File: config.mk
export PLATFORM = sky130hd
export DESIGN_NAME = ras_refresh_seq
export DESIGN_NICKNAME = d
export VERILOG_FILES = /design/src/rtl/ras_rfsh_pkg.sv /design/src/rtl/rfsh_timer.sv /design/src/rtl/rfsh_row_ctr.sv /design/src/rtl/rfsh_stagger.sv /design/src/rtl/ras_refresh_seq.sv
export SDC_FILE = /design/constraint.sdc
export NUM_CORES = 1
export LEC_CHECK = 0
export BUFFER_PORTS_ARGS = -buffer_cell sky130_fd_sc_hd__buf_2
export CAP_MARGIN = 20
export CORE_ASPECT_RATIO = 1.25
export CORE_MARGIN = 5
export CORE_UTILIZATION = 50
export DETAILED_ROUTE_END_ITERATION = 16
export PLACE_DENSITY = 0.69
export REMOVE_ABC_BUFFERS = 1
export SETUP_SLACK_MARGIN = 0.5
export SYNTH_ARGS = -nofsm -noshare
export SYNTH_HDL_FRONTEND = slang
export SYNTH_SLANG_ARGS = --single-unit
File: constraint.sdc
create_clock -name clk -period 3.9 [get_ports clk]
set_input_delay 0 -clock clk [delete_from_list [all_inputs] [get_ports clk]]
set_output_delay 0 -clock clk [all_outputs]
set_load 0.05 [all_outputs]
File: src/rtl/ras_rfsh_pkg.sv
package ras_rfsh_pkg;
  typedef enum logic {
    MODE_RAS_ONLY = 1'b0,
    MODE_CBR      = 1'b1
  } rfsh_mode_e;
endpackage

File: src/rtl/rfsh_timer.sv
module rfsh_timer #(
  parameter int END_TICK = 12,
  parameter int TW       = $clog2(END_TICK + 1)
) (
  input  logic          clk,
  input  logic          rst_n,
  input  logic          start,
  output logic          busy,
  output logic          accept,
  output logic          finish,
  output logic [TW-1:0] tick
);
  localparam logic [TW-1:0] LAST = TW'(END_TICK);

  assign accept = start && !busy;
  assign finish = busy && (tick == LAST);

  always_ff @(posedge clk) begin
    if (!rst_n) begin
      busy <= 1'b0;
      tick <= '0;
    end else if (accept) begin
      busy <= 1'b1;
      tick <= '0;
    end else if (busy) begin
      if (tick == LAST) begin
        busy <= 1'b0;
        tick <= '0;
      end else begin
        tick <= tick + 1'b1;
      end
    end
  end

  a_r5_done_single: assert property (@(posedge clk) disable iff (!rst_n)
    finish |=> !finish && !busy);

  a_r9_no_restart: assert property (@(posedge clk) disable iff (!rst_n)
    (busy && !finish) |=> busy && (tick == $past(tick) + 1'b1));
endmodule

File: src/rtl/rfsh_row_ctr.sv
module rfsh_row_ctr #(
  parameter int AW = 11
) (
  input  logic          clk,
  input  logic          rst_n,
  input  logic          step,
  output logic [AW-1:0] count
);
  always_ff @(posedge clk) begin
    if (!rst_n)     count <= '0;
    else if (step)  count <= count + 1'b1;
  end

  a_r8_count_step: assert property (@(posedge clk) disable iff (!rst_n)
    step |=> count == $past(count) + 1'b1);

  a_r8_count_hold: assert property (@(posedge clk) disable iff (!rst_n)
    !step |=> $stable(count));
endmodule

File: src/rtl/rfsh_stagger.sv
module rfsh_stagger #(
  parameter int N    = 6,
  parameter int HOLD = 6,
  parameter int LEAD = 1,
  parameter int TW   = 4,
  parameter int IW   = $clog2(N)
) (
  input  logic          clk,
  input  logic          rst_n,
  input  logic          busy,
  input  logic [TW-1:0] tick,
  input  logic [IW-1:0] prev_idx,
  output logic [N-1:0]  ras_n
);
  localparam int CW = $clog2(HOLD + 2);

  for (genvar i = 0; i < N; i++) begin : g_lane
    localparam logic [IW-1:0] IDX = IW'(i);
    logic [TW-1:0] pos;
    logic [TW-1:0] t_on;
    logic [TW-1:0] t_off;
    logic [CW-1:0] low_cnt;

    // slot of this line, counted from the line after prev_idx
    always_comb begin
      if (IDX > prev_idx) pos = TW'(IDX) - TW'(prev_idx) - 1'b1;
      else                pos = TW'(IDX) + TW'(N - 1) - TW'(prev_idx);
      t_on  = pos + TW'(LEAD);
      t_off = t_on + TW'(HOLD);
    end

    assign ras_n[i] = !(busy && (tick >= t_on) && (tick < t_off));

    always_ff @(posedge clk) begin
      if (!rst_n) begin
        low_cnt <= '0;
      end else if (!ras_n[i]) begin
        low_cnt <= low_cnt + 1'b1;
      end else begin
        // r3: a line returning high must have been low for HOLD clocks
        if (low_cnt != '0)
          a_r3_hold_len: assert (low_cnt == CW'(HOLD));
        low_cnt <= '0;
      end
    end
  end
endmodule

File: src/rtl/ras_refresh_seq.sv
module ras_refresh_seq
  import ras_rfsh_pkg::*;
#(
  parameter int N    = 6,
  parameter int HOLD = 6,
  parameter int LEAD = 1,
  parameter int AW   = 11,
  parameter int SELW = 3
) (
  input  logic            clk,
  input  logic            rst_n,
  input  logic            start,
  input  logic            cbr_mode,
  input  logic [SELW-1:0] last_row,
  output logic [N-1:0]    ras_n,
  output logic            cas_n,
  output logic [AW-1:0]   ma,
  output logic            busy,
  output logic            done,
  output logic            rows_closed
);
  localparam int END_TICK = LEAD + (N - 1) + HOLD;
  localparam int TW       = $clog2(END_TICK + 1);
  localparam int IW       = $clog2(N);

  logic          accept;
  logic          finish;
  logic [TW-1:0] tick;
  logic [AW-1:0] row_cnt;
  logic [IW-1:0] prev_q;
  rfsh_mode_e    mode_q;
  logic [N-1:0]  ras_q;

  rfsh_timer #(.END_TICK(END_TICK), .TW(TW)) u_timer (
    .clk(clk), .rst_n(rst_n), .start(start),
    .busy(busy), .accept(accept), .finish(finish), .tick(tick)
  );

  rfsh_row_ctr #(.AW(AW)) u_ctr (
    .clk(clk), .rst_n(rst_n), .step(finish), .count(row_cnt)
  );

  rfsh_stagger #(.N(N), .HOLD(HOLD), .LEAD(LEAD), .TW(TW), .IW(IW)) u_stag (
    .clk(clk), .rst_n(rst_n), .busy(busy), .tick(tick),
    .prev_idx(prev_q), .ras_n(ras_n)
  );

  // latch mode and previous row at accept; out-of-range rows map to N-1
  always_ff @(posedge clk) begin
    if (!rst_n) begin
      mode_q <= MODE_RAS_ONLY;
      prev_q <= IW'(N - 1);
    end else if (accept) begin
      mode_q <= rfsh_mode_e'(cbr_mode);
      prev_q <= (int'(last_row) >= N) ? IW'(N - 1) : IW'(last_row);
    end
  end

  assign cas_n       = !(busy && (mode_q == MODE_CBR) && !finish);
  assign ma          = (busy && (mode_q == MODE_RAS_ONLY)) ? row_cnt : '0;
  assign done        = finish;
  assign rows_closed = finish && (&ras_n);

  always_ff @(posedge clk) begin
    if (!rst_n) ras_q <= '1;
    else        ras_q <= ras_n;
  end

  always_ff @(posedge clk) begin
    if (rst_n) begin
      // r2: strobes fall strictly one per clock
      a_r2_one_fall: assert ($countones(ras_q & ~ras_n) <= 1);
    end
  end

  a_r1_idle_high: assert property (@(posedge clk) disable iff (!rst_n)
    !busy |-> (&ras_n) && cas_n);

  a_r7_cas_cover: assert property (@(posedge clk) disable iff (!rst_n)
    (mode_q == MODE_CBR && !(&ras_n)) |-> !cas_n);

  a_r6_ronly_cas: assert property (@(posedge clk) disable iff (!rst_n)
    (busy && mode_q == MODE_RAS_ONLY) |-> cas_n);

  a_r5_closed_at_done: assert property (@(posedge clk) disable iff (!rst_n)
    done |-> rows_closed);
endmodule

==> results of run 1 <==
## cells in the final DEF (no fill, tap or decap), drive strengths merged, types with 14 or more instances in the layout
| master | instances |
|---|---|
| o21ai | 20 |
| ha | 62 |
| inv | 17 |
| a21oi | 24 |
| and2 | 20 |
| nand2 | 25 |
| nor2 | 20 |
| buf | 50 |
| nor2b | 14 |
| xnor2 | 22 |
| dfxtp | 20 |
## worst min-delay path by stage
stage,slack [ns],end,start,depth (start not counted)
6_report,0.03,u_timer.busy$_SDFF_PN0_,start,3
5_1_grt,0.05,prev_q[2]$_SDFFE_PN1P_,last_row[2],3
4_1_cts,0.02,u_timer.busy$_SDFF_PN0_,start,3
3_5_place_dp,0.27,mode_q$_SDFFE_PN0P_,cbr_mode,3
3_3_place_gp,0.27,mode_q$_SDFFE_PN0P_,cbr_mode,3
2_1_floorplan,0.06,prev_q[2]$_SDFFE_PN1P_,rst_n,1
## state kept, by name (all words and copies together), names as in the netlist
| register | flops |
|---|---|
| u_timer.busy | 1 |
| prev_q | 3 |
| u_timer.tick | 4 |
| mode_q | 1 |
| u_ctr.count | 11 |
## worst reg2reg max path: stages, from the launching register on
cell	delay (ns)
dfxtp_1	0.76
inv_1	0.19
ha_1	0.25
nand4_2	0.14
inv_2	0.11
and3_1	0.23
nand4_1	0.13
xnor2_1	0.07
and2_1	0.15
## kinds of logic (layout without fill, tap and decap cells)
kind of cell | count (synthesis) | after routing | synth area share
simple gates | 127 | 127 | 0.248
compound gates | 82 | 82 | 0.185
fa+ha+maj | 63 | 63 | 0.278
buf+inv | 31 | 76 | 0.0541
xor+xnor | 28 | 28 | 0.0856
flops | 20 | 20 | 0.140
mux | 3 | 3 | 0.0105
## metrics by stage
step / util / std cells / instance area, µm² / hold WS (ns) / power, µW
after global placement: 0.553 / 441 / 3050 / 0.266 / 552
after detailed placement: 0.553 / 441 / 3050 / 0.272 / 560
final: 0.643 / 463 / 3550 / 0.0253 / 848
after floorplan: - / 343 / 2790 / 0.0619 / 477
after CTS: 0.599 / 451 / 3300 / 0.0194 / 800
after global routing: 0.643 / 463 / 3550 / 0.0462 / 913
## per-layer routing
metal | track usage | part of all wire | vias up
li1 | - | - | 1358
met1 | 0.236 | 0.45 | 1242
met2 | 0.336 | 0.50 | 66
met3 | 0.0239 | 0.034 | 8
met5 | 0 | 0 | -
met4 | 0.0372 | 0.011 | 0
## final cells by class
cell class	count	area, µm²	share of cell area
Timing Repair Buffer	52	392	0.110
Sequential cell	20	412	0.116
Inverter	20	88.8	0.0250
Clock buffer	3	41.3	0.0116
Clock inverter	1	30.0	0.00846
Tap cell	64	80.1	0.0226
Multi-Input combinational cell	303	2510	0.706
## repair_timing
item / in CTS / in global routing
pin swaps: 2 / 16
resized for setup: 31 / 37
buffers inserted: 5 / 11
endpoints found under the setup margin: 3 / 3
hold buffers: 1 / 0
hold endpoints to repair: 1 / 0
gates cloned: 0 / 1
## power groups by stage
stage	Sequential (µW)	Clock, µW	Combinational (µW)
after floorplan	229	0	248
after global placement	220	0	332
after detailed placement	220	0	340
after CTS	216	214	370
after global routing	217	224	473
final	216	212	421
==> out/summary.txt, run 1 <==
outcome: completed
CTS tree: yes
CTS buffer count: 3
worst-skew pair later-pin latency: 0.26 ns
chip width: 77.7 µm
number of global-route vias before repair: 2,578
CP startpoint kind: register
DR vias/cell: 5.78
Total GRT Usage: 0.186
Internal Power: 534 µW
worst setup path end: rows_closed
Post-Synthesis Cells: 354
top-count cell post-synth: ha_1
Max-slew headroom: 0.505
number of synthesized flops with an enable pin: 0
critical path data arrival time: 3.29 ns
flop2flop setup slack: 1.76 ns
post-synth top area share: 0.271
critical path class: reg2out
RD Place Congestion: 0.840
critical-path cell list: buf_8 -> buf_12 -> or2b_1 -> a21oi_2 -> xnor2_1 -> ha_2 -> or3_4 -> nand2_4 -> xnor2_2 -> ha_1 -> o21ai_1 -> nand2b_1 -> a2111oi_4 -> buf_4 -> a211oi_4 -> buf_6
# H-tree levels: 1
CP max stage cell: dfxtp_4
Worst-Margin Slew: 0.742 ns
yosys warns: 0
Peak VDD IR: 0.140 mV
FMAX: 304 MHz
Gate power share: 0.496
clock slew at reported path FFs: 0.08 ns
max incr delay on CP: 0.37 ns
DRC Markers: 0
Stages on worst setup path: 16
Synth Flop Type: dfxtp_1
pwr dens: 239 nW/µm²
share of post-route cells with drive strength above 1: 0.253
reg2reg end: u_ctr.count[6]$_SDFFE_PN0P_
synth-to-layout area growth: 23.9%
MaxCap Viol Count: 0
Crit path max-delay family: simple AND/OR/NAND/NOR gates
Die H: 94.6 µm
worst-path fanout max: 8
Yosys top cell by area: ha_1
reg2reg start: u_timer.tick[1]$_SDFFE_PP0P_
TNS Setup: 0 ns
largest cells by area after synthesis: ha_1 27%, dfxtp_1 14%, xnor2_1 6.7%
sequential share of power: 0.255
FP Rows: 30
final setup fails: 0
CTS root buf: clkbuf_8
routed wire length per instance: 15.5 µm
setup ws final: 0.612 ns
initial core utilization: 0.519
Sink Count: 20
grt ovf: 0
reg2reg path depth: 8
Total Wirelength: 7170 µm
# fillers: 478
clock power share: 0.249
fraction of registers with async set/reset: 0
Detail Placement HPWL: 5140 µm
Port Buffers: 27
# IOs: 28
core area: 5520 µm²
synthesized area per cell: 8.09 µm²
worst hold path class: in2reg
FF+latch count, synth: 20
Netlist cell types: 57
Required @ worst endpoint: 3.90 ns
Tcrit/Tclk final: 0.843
Final Skew: 0.00455 ns
dpl ws: 0.416 ns
min cycle time layout: 3.29 ns
register area share after synthesis: 0.140
Post-synth top cells: 62 x ha_1, 25 x nand2_1, 24 x a21oi_1, 22 x xnor2_1
Starting DRT DRC Count: 110
largest net degree at the start of global routing: 26
TritonRoute pass-1 iters: 4
die area: 7350 µm²
crit path from: prev_q[0]$_SDFFE_PN1P_
switching part of the total: 0.370
Max Slew Vio Count: 0
first-pass GRT wire length: 11,700 µm
Hold Fails Final Rpt: 0
DRT antenna net count: 0
total number of vias: 2,674
initial antenna violation count: 0
unrepaired setup endpoints after global routing: yes
Ant. Diodes: 0
Psw: 314 µW
CP Capture Type: output port
leakage power: 0.00159 µW
final net count: 470
Clock Path Buffers: 2
Syn Std Cell Area: 2870 µm²
Buf+Inv Stages, Crit Path: 4
Note: power is estimated with default switching activity, not from simulation.
==> inputs of run 2 (changes only) <==
--- a/config.mk
+++ b/config.mk
@@ -11,7 +11,7 @@
 export CORE_MARGIN = 5
 export CORE_UTILIZATION = 50
 export DETAILED_ROUTE_END_ITERATION = 16
-export PLACE_DENSITY = 0.69
+export PLACE_DENSITY = 0.72
 export REMOVE_ABC_BUFFERS = 1
 export SETUP_SLACK_MARGIN = 0.5
 export SYNTH_ARGS = -nofsm -noshare
==> constraint.sdc (replaced) <==
create_clock -name clk -period 2.7 [get_ports clk]
set_input_delay 0 -clock clk [delete_from_list [all_inputs] [get_ports clk]]
set_output_delay 0 -clock clk [all_outputs]
set_load 0.05 [all_outputs]
==> out/summary.txt, run 2 (synthesis results as in run 1) <==
FMAX: 298 MHz
max incr delay on CP: 0.39 ns (was 0.37 ns)
Buf+Inv Stages, Crit Path: 4 (unchanged)
# H-tree levels: 1 (unchanged)
Ant. Diodes: 0 (unchanged)
Port Buffers: 27 (unchanged)
CTS buffer count: 3 (unchanged)
reg2reg start: u_timer.tick[1]$_SDFFE_PP0P_ (unchanged)
MaxCap Viol Count: 0 (unchanged)
Tcrit/Tclk final: 1.24
worst-skew pair later-pin latency: 0.27 ns (was 0.26 ns)
# fillers: 343 (was 478)
DRC Markers: 0 (unchanged)
Hold Path Depth: 3 (unchanged)
die area: 7350 µm² (unchanged)
placed cells: 504 (was 441)
share of post-route cells with drive strength above 1: 0.422 (was 0.253)
flop2flop setup slack: 0.69 ns (was 1.76 ns)
Die H: 94.6 µm (unchanged)
Detail Placement HPWL: 5610 µm (was 5140 µm)
# IOs: 28 (unchanged)
grt ovf: 0 (unchanged)
Largest Register: u_ctr.count (unchanged)
Peak VDD IR: 0.253 mV (was 0.140 mV)
Final Skew: 0.00485 ns (was 0.00455 ns)
CP max stage cell: dfxtp_4 (unchanged)
Final Cell Area: 4260 µm² (was 3550 µm²)
Gate power share: 0.579 (was 0.496)
Psw: 548 µW (was 314 µW)
pwr dens: 346 nW/µm² (was 239 nW/µm²)
Internal Power: 924 µW (was 534 µW)
worst hold path class: in2reg (unchanged)
outcome: finished, violations left (was completed)
DRT antenna net count: 0 (unchanged)
failing checks: negative setup slack
largest registers: u_ctr.count (11), u_timer.tick (4), prev_q (3) (unchanged)
CP startpoint kind: register (unchanged)
unrepaired setup endpoints after global routing: yes (unchanged)
initial antenna violation count: 0 (unchanged)
TritonRoute pass-1 iters: 4 (unchanged)
Final Non-Filler Cells: 519 (was 463)
critical path data arrival time: 3.36 ns (was 3.29 ns)
core area: 5520 µm² (unchanged)
clock slew at reported path FFs: 0.08 ns (about the same)
Total GRT Usage: 0.219 (was 0.186)
Starting DRT DRC Count: 126 (was 110)
initial core utilization: 0.519 (unchanged)
Total Wirelength: 8870 µm (was 7170 µm)
max reg flops: 11 (unchanged)
most common library cell in the layout ignoring fill and taps: buf_4 (was ha_1)
Clock Path Buffers: 2 (unchanged)
Crit path max-delay family: simple AND/OR/NAND/NOR gates (unchanged)
Worst-Margin Slew: 0.420 ns (was 0.742 ns)
first-pass GRT wire length: 13,400 µm (was 11,700 µm)
Hold Crit Start: start (unchanged)
Max-slew headroom: 0.720 (was 0.505)
min cycle time layout: 3.36 ns
Hold Fails Final Rpt: 0 (unchanged)
setup ws final: -0.661 ns (was 0.612 ns)
DP Area: 3540 µm² (was 3050 µm²)
routed wire length per instance: 17.1 µm (was 15.5 µm)
final net count: 526 (was 470)
critical-path cell list: buf_6 -> ha_4 -> or2b_1 -> a21oi_2 -> xnor2_1 -> ha_2 -> or3_4 -> nand2_4 -> buf_4 -> ha_1 -> o21a_1 -> nor2_2 -> a2111oi_4 -> buf_4 -> a211oi_2 -> buf_6 (was buf_8 -> buf_12 -> or2b_1 -> a21oi_2 -> xnor2_1 -> ha_2 -> or3_4 -> nand2_4 -> xnor2_2 -> ha_1 -> o21ai_1 -> nand2b_1 -> a2111oi_4 -> buf_4 -> a211oi_4 -> buf_6)
Sink Count: 20 (unchanged)
leakage power: 0.00191 µW (was 0.00159 µW)
total number of vias: 3,029 (was 2,674)
largest net degree at the start of global routing: 20 (was 26)
CTS root buf: clkbuf_8 (unchanged)
CP Capture Type: output port (unchanged)
reg2reg end: u_ctr.count[5]$_SDFFE_PN0P_ (was u_ctr.count[6]$_SDFFE_PN0P_)
Tot Pwr: 1470 µW (was 848 µW)
Max Slew Vio Count: 0 (unchanged)
Required @ worst endpoint: 2.70 ns (was 3.90 ns)
number of global-route vias before repair: 2,843 (was 2,578)
worst-path fanout max: 4 (was 8)
switching part of the total: 0.372 (was 0.370)
synth-to-layout area growth: 48.5% (was 23.9%)
reg2reg path depth: 8 (unchanged)
sequential share of power: 0.211 (was 0.255)
critical path class: reg2out (unchanged)
dpl ws: -0.501 ns (was 0.416 ns)
DR vias/cell: 5.84 (was 5.78)
CTS tree: yes (unchanged)
final setup fails: 7 (was 0)
RD Place Congestion: 0.937 (was 0.840)
chip width: 77.7 µm (unchanged)
FP Rows: 30 (unchanged)
Min-Delay Endpoint: u_timer.busy$_SDFF_PN0_ (unchanged)
most frequent cells in the layout: 67 x buf_4, 46 x ha_1, 23 x nand2_1, 20 x and2_1, 20 x buf_2 (was 51 x ha_1, 25 x buf_2, 23 x nand2_1)
clock power share: 0.210 (was 0.249)
[run 2: changes by cell type in the layout (fill, tap and decap cells not counted), moves of 3 or more]
cell	before	now
a21oi_2	6	9
buf_6	3	14
dfxtp_2	0	3
inv_1	14	11
buf_4	19	67
a21oi_1	18	14
buf_8	1	5
buf_2	25	20
inv_4	1	4
ha_1	51	46
ha_4	4	9
nor2_1	20	17
a211oi_2	1	4
[run 2: worst max path at each step]
stage,from,end,slack [ns],cells after the start
CTS,prev_q[1]$_SDFFE_PN0P_,rows_closed,-0.48,14
floorplan,prev_q[1]$_SDFFE_PN0P_,rows_closed,-2.33,13
detailed placement,prev_q[1]$_SDFFE_PN0P_,rows_closed,-0.50,14
global placement,prev_q[1]$_SDFFE_PN0P_,rows_closed,-0.44,14
finish,prev_q[1]$_SDFFE_PN0P_,rows_closed,-0.66,16
global route,prev_q[2]$_SDFFE_PN1P_,rows_closed,-0.74,13
[run 2: power groups by stage]
stage / combinational [µW] / sequential [µW] / clock (µW)
5_1_grt: 928 / 312 / 322
3_3_place_gp: 592 / 315 / 0
2_1_floorplan: 358 / 330 / 0
4_1_cts: 758 / 309 / 312
6_report: 852 / 310 / 310
3_5_place_dp: 609 / 315 / 0
[run 2: routing by layer]
metal  part of all wire  track usage  vias up  wire, µm
li1                   -            -     1470         -
met1               0.40        0.269     1467      3520
met2               0.54        0.402       70      4790
met3              0.036       0.0248       22       317
met4              0.028       0.0544        0       250
met5                  0            0        -         0
[run 2: worst register-to-register path: stages, from the launching register on]
cell	delay, ns
dfxtp_1	0.34
buf_4	0.21
inv_1	0.12
ha_1	0.19
nand4_2	0.17
inv_2	0.20
nand4_4	0.16
or3_1	0.36
a21boi_0	0.18
[run 2: what timing repair did]
item,CTS,global route
hold buffers,1,0
buffers inserted,9,1
endpoints found under the hold margin,1,0
endpoints found under the setup margin,7,19
gates resized for setup,97,31
pin swaps,48,15
[run 2: cell type report]
class / count / area [µm²] / share of cell area
clock inverter: 1 / 30.0 / 0.00706
clock buffer: 3 / 41.3 / 0.00970
sequential: 20 / 408 / 0.0959
inverter: 20 / 88.8 / 0.0209
timing repair buffer: 108 / 866 / 0.203
tap: 64 / 80.1 / 0.0188
multi-input combinational: 303 / 2740 / 0.644
[run 2: per-stage QoR]
step | hold slack (ns) | util | TNS, ns
6_report | 0.0204 | 0.771 | -2.64
5_1_grt | 0.0302 | 0.771 | -3.49
4_1_cts | 0.00574 | 0.739 | -2.10
3_5_place_dp | 0.272 | 0.641 | -2.02
3_3_place_gp | 0.256 | 0.641 | -1.75
2_1_floorplan | 0.0619 | - | -6.65
==> inputs of run 3 (changes only) <==
--- a/config.mk
+++ b/config.mk
@@ -9,9 +9,8 @@
 export CAP_MARGIN = 20
 export CORE_ASPECT_RATIO = 1.25
 export CORE_MARGIN = 5
-export CORE_UTILIZATION = 50
+export CORE_UTILIZATION = 38
 export DETAILED_ROUTE_END_ITERATION = 16
-export PLACE_DENSITY = 0.72
 export REMOVE_ABC_BUFFERS = 1
 export SETUP_SLACK_MARGIN = 0.5
 export SYNTH_ARGS = -nofsm -noshare
==> out/summary.txt, run 3 (synthesis results as in run 1) <==
most common library cell in the layout ignoring fill and taps: buf_4 (unchanged)
Tcrit/Tclk final: 1.24 (about the same)
TritonRoute pass-1 iters: 4 (unchanged)
Starting DRT DRC Count: 81 (was 126)
setup ws final: -0.635 ns (was -0.661 ns)
critical path data arrival time: 3.34 ns (was 3.36 ns)
flop2flop setup slack: 0.68 ns (was 0.69 ns)
leakage power: 0.00189 µW (was 0.00191 µW)
die area: 9390 µm² (was 7350 µm²)
Die H: 107 µm (was 94.6 µm)
GR peak layer: met2 (unchanged)
share of post-route cells with drive strength above 1: 0.429 (was 0.422)
DRC Markers: 0 (unchanged)
Total GRT Usage: 0.169 (was 0.219)
clock slew at reported path FFs: 0.08 ns (about the same)
DR vias/cell: 5.34 (was 5.84)
min cycle time layout: 3.34 ns (was 3.36 ns)
final core occ: 0.586 (was 0.771)
reg2reg path depth: 7 (was 8)
Min-Delay Endpoint: u_timer.busy$_SDFF_PN0_ (unchanged)
synth-to-layout area growth: 50.4% (was 48.5%)
core area: 7360 µm² (was 5520 µm²)
# H-tree levels: 1 (unchanged)
Final Cell Area: 4310 µm² (was 4260 µm²)
CP startpoint kind: register (unchanged)
CTS tree: yes (unchanged)
grt ovf: 0 (unchanged)
largest registers: u_ctr.count (11), u_timer.tick (4), prev_q (3) (unchanged)
Final Non-Filler Cells: 537 (was 519)
# IOs: 28 (unchanged)
Max Slew Vio Count: 0 (unchanged)
placed cells: 520 (was 504)
met2 usage: 0.325 (was 0.402)
critical path class: reg2out (unchanged)
first-pass GRT wire length: 13,100 µm (was 13,400 µm)
Total Wirelength: 7930 µm (was 8870 µm)
Peak VDD IR: 0.183 mV (was 0.253 mV)
CTS root buf: clkbuf_8 (unchanged)
MaxCap Viol Count: 0 (unchanged)
initial antenna violation count: 0 (unchanged)
Sink Count: 20 (unchanged)
most frequent cells in the layout: 54 x buf_4, 44 x ha_1, 23 x nand2_1, 20 x and2_1, 20 x buf_2 (was 67 x buf_4, 46 x ha_1, 23 x nand2_1, 20 x and2_1, 20 x buf_2)
reg2reg start: u_timer.tick[3]$_SDFFE_PP0P_ (was u_timer.tick[1]$_SDFFE_PP0P_)
number of global-route vias before repair: 2,912 (was 2,843)
Detail Placement HPWL: 5760 µm (was 5610 µm)
met1 Resource Use GR: 0.185 (was 0.269)
dpl ws: -0.662 ns (was -0.501 ns)
Largest Register: u_ctr.count (unchanged)
DP Area: 3480 µm² (was 3540 µm²)
outcome: finished, violations left (unchanged)
max reg flops: 11 (unchanged)
CTS buffer count: 3 (unchanged)
unrepaired setup endpoints after global routing: yes (unchanged)
largest net degree at the start of global routing: 20 (unchanged)
worst-path fanout max: 6 (was 4)
GR Util met3: 0.0238 (was 0.0248)
pwr dens: 340 nW/µm² (was 346 nW/µm²)
Worst-Margin Slew: 0.509 ns (was 0.420 ns)
worst-skew pair later-pin latency: 0.26 ns (was 0.27 ns)
Port Buffers: 27 (unchanged)
initial core utilization: 0.389 (was 0.519)
reg2reg end: u_ctr.count[6]$_SDFFE_PN0P_ (was u_ctr.count[5]$_SDFFE_PN0P_)
Clock Path Buffers: 2 (unchanged)
Hold Fails Final Rpt: 0 (unchanged)
hold slack: 0.00779 ns (was 0.0204 ns)
routed wire length per instance: 14.8 µm (was 17.1 µm)
RD Place Congestion: 0.857 (was 0.937)
Final Skew: 0.000753 ns (was 0.00485 ns)
total number of vias: 2,866 (was 3,029)
Hold Crit Start: start (unchanged)
Required @ worst endpoint: 2.70 ns (about the same)
chip width: 87.7 µm (was 77.7 µm)
Hold Path Depth: 3 (unchanged)
DRT antenna net count: 0 (unchanged)
worst hold path class: in2reg (unchanged)
final setup fails: 7 (unchanged)
Ant. Diodes: 0 (unchanged)
Max-slew headroom: 0.660 (was 0.720)
FMAX: 300 MHz (was 298 MHz)
FP Rows: 35 (was 30)
CP Capture Type: output port (unchanged)
failing checks: negative setup slack (unchanged)
final net count: 516 (was 526)
[run 3: layer usage]
metal	share of wire	vias to the layer above	routed length, µm
met5	0	-	0
met1	0.39	1371	3130
met2	0.56	36	4460
met3	0.027	13	218
met4	0.016	0	126
li1	-	1446	-
[run 3: final cells by class]
type,instances,area [µm²]
fill,611,3050
multi-input combinational,303,2790
timing repair buffer,98,836
sequential,20,408
tap,92,115
inverter,20,93.8
clock buffer,3,41.3
clock inverter,1,30.0
[run 3: stage by stage]
stage          TNS (ns)  total power [µW]
2_1_floorplan     -6.65               688
3_3_place_gp      -2.07               895
3_5_place_dp      -2.50               912
4_1_cts           -2.66              1380
5_1_grt           -3.76              1570
6_report          -2.83              1470
[run 3: how the worst max path moves through the flow]
| stage | from | to | slack [ns] | cells after the start |
|---|---|---|---|---|
| floorplan | prev_q[1]$_SDFFE_PN0P_ | rows_closed | -2.33 | 13 |
| global placement | prev_q[1]$_SDFFE_PN0P_ | rows_closed | -0.57 | 14 |
| detailed placement | prev_q[1]$_SDFFE_PN0P_ | rows_closed | -0.66 | 15 |
| CTS | prev_q[1]$_SDFFE_PN0P_ | rows_closed | -0.54 | 15 |
| global route | prev_q[1]$_SDFFE_PN0P_ | ras_n[2] | -0.73 | 16 |
| finish | prev_q[1]$_SDFFE_PN0P_ | rows_closed | -0.64 | 14 |
[run 3: repair_timing]
item | in CTS | in global routing
cloned | 1 | 0
endpoints found under the hold margin | 1 | 0
setup buffers | 9 | 2
setup endpoints to repair | 7 | 20
pin swaps | 54 | 24
hold buffers | 1 | 0
resized for setup | 102 | 42
[run 3: where the power goes]
group	switching, µW	internal (µW)
sequential	11.4	301
combinational	416	428
clock	110	198
total	538	928
[run 3: worst max-delay path, stage by stage (launching register included)]
cell and delay (ns):
dfxtp_2 0.37, inv_4 0.06, buf_8 0.13, ha_4 0.18, buf_4 0.15, or4_1 0.53
o311ai_2 0.09, a22o_2 0.21, xnor2_1 0.07, ha_1 0.32, nand2_1 0.08, o2111ai_2 0.20
nand4_1 0.24, a211oi_4 0.24, buf_6 0.19
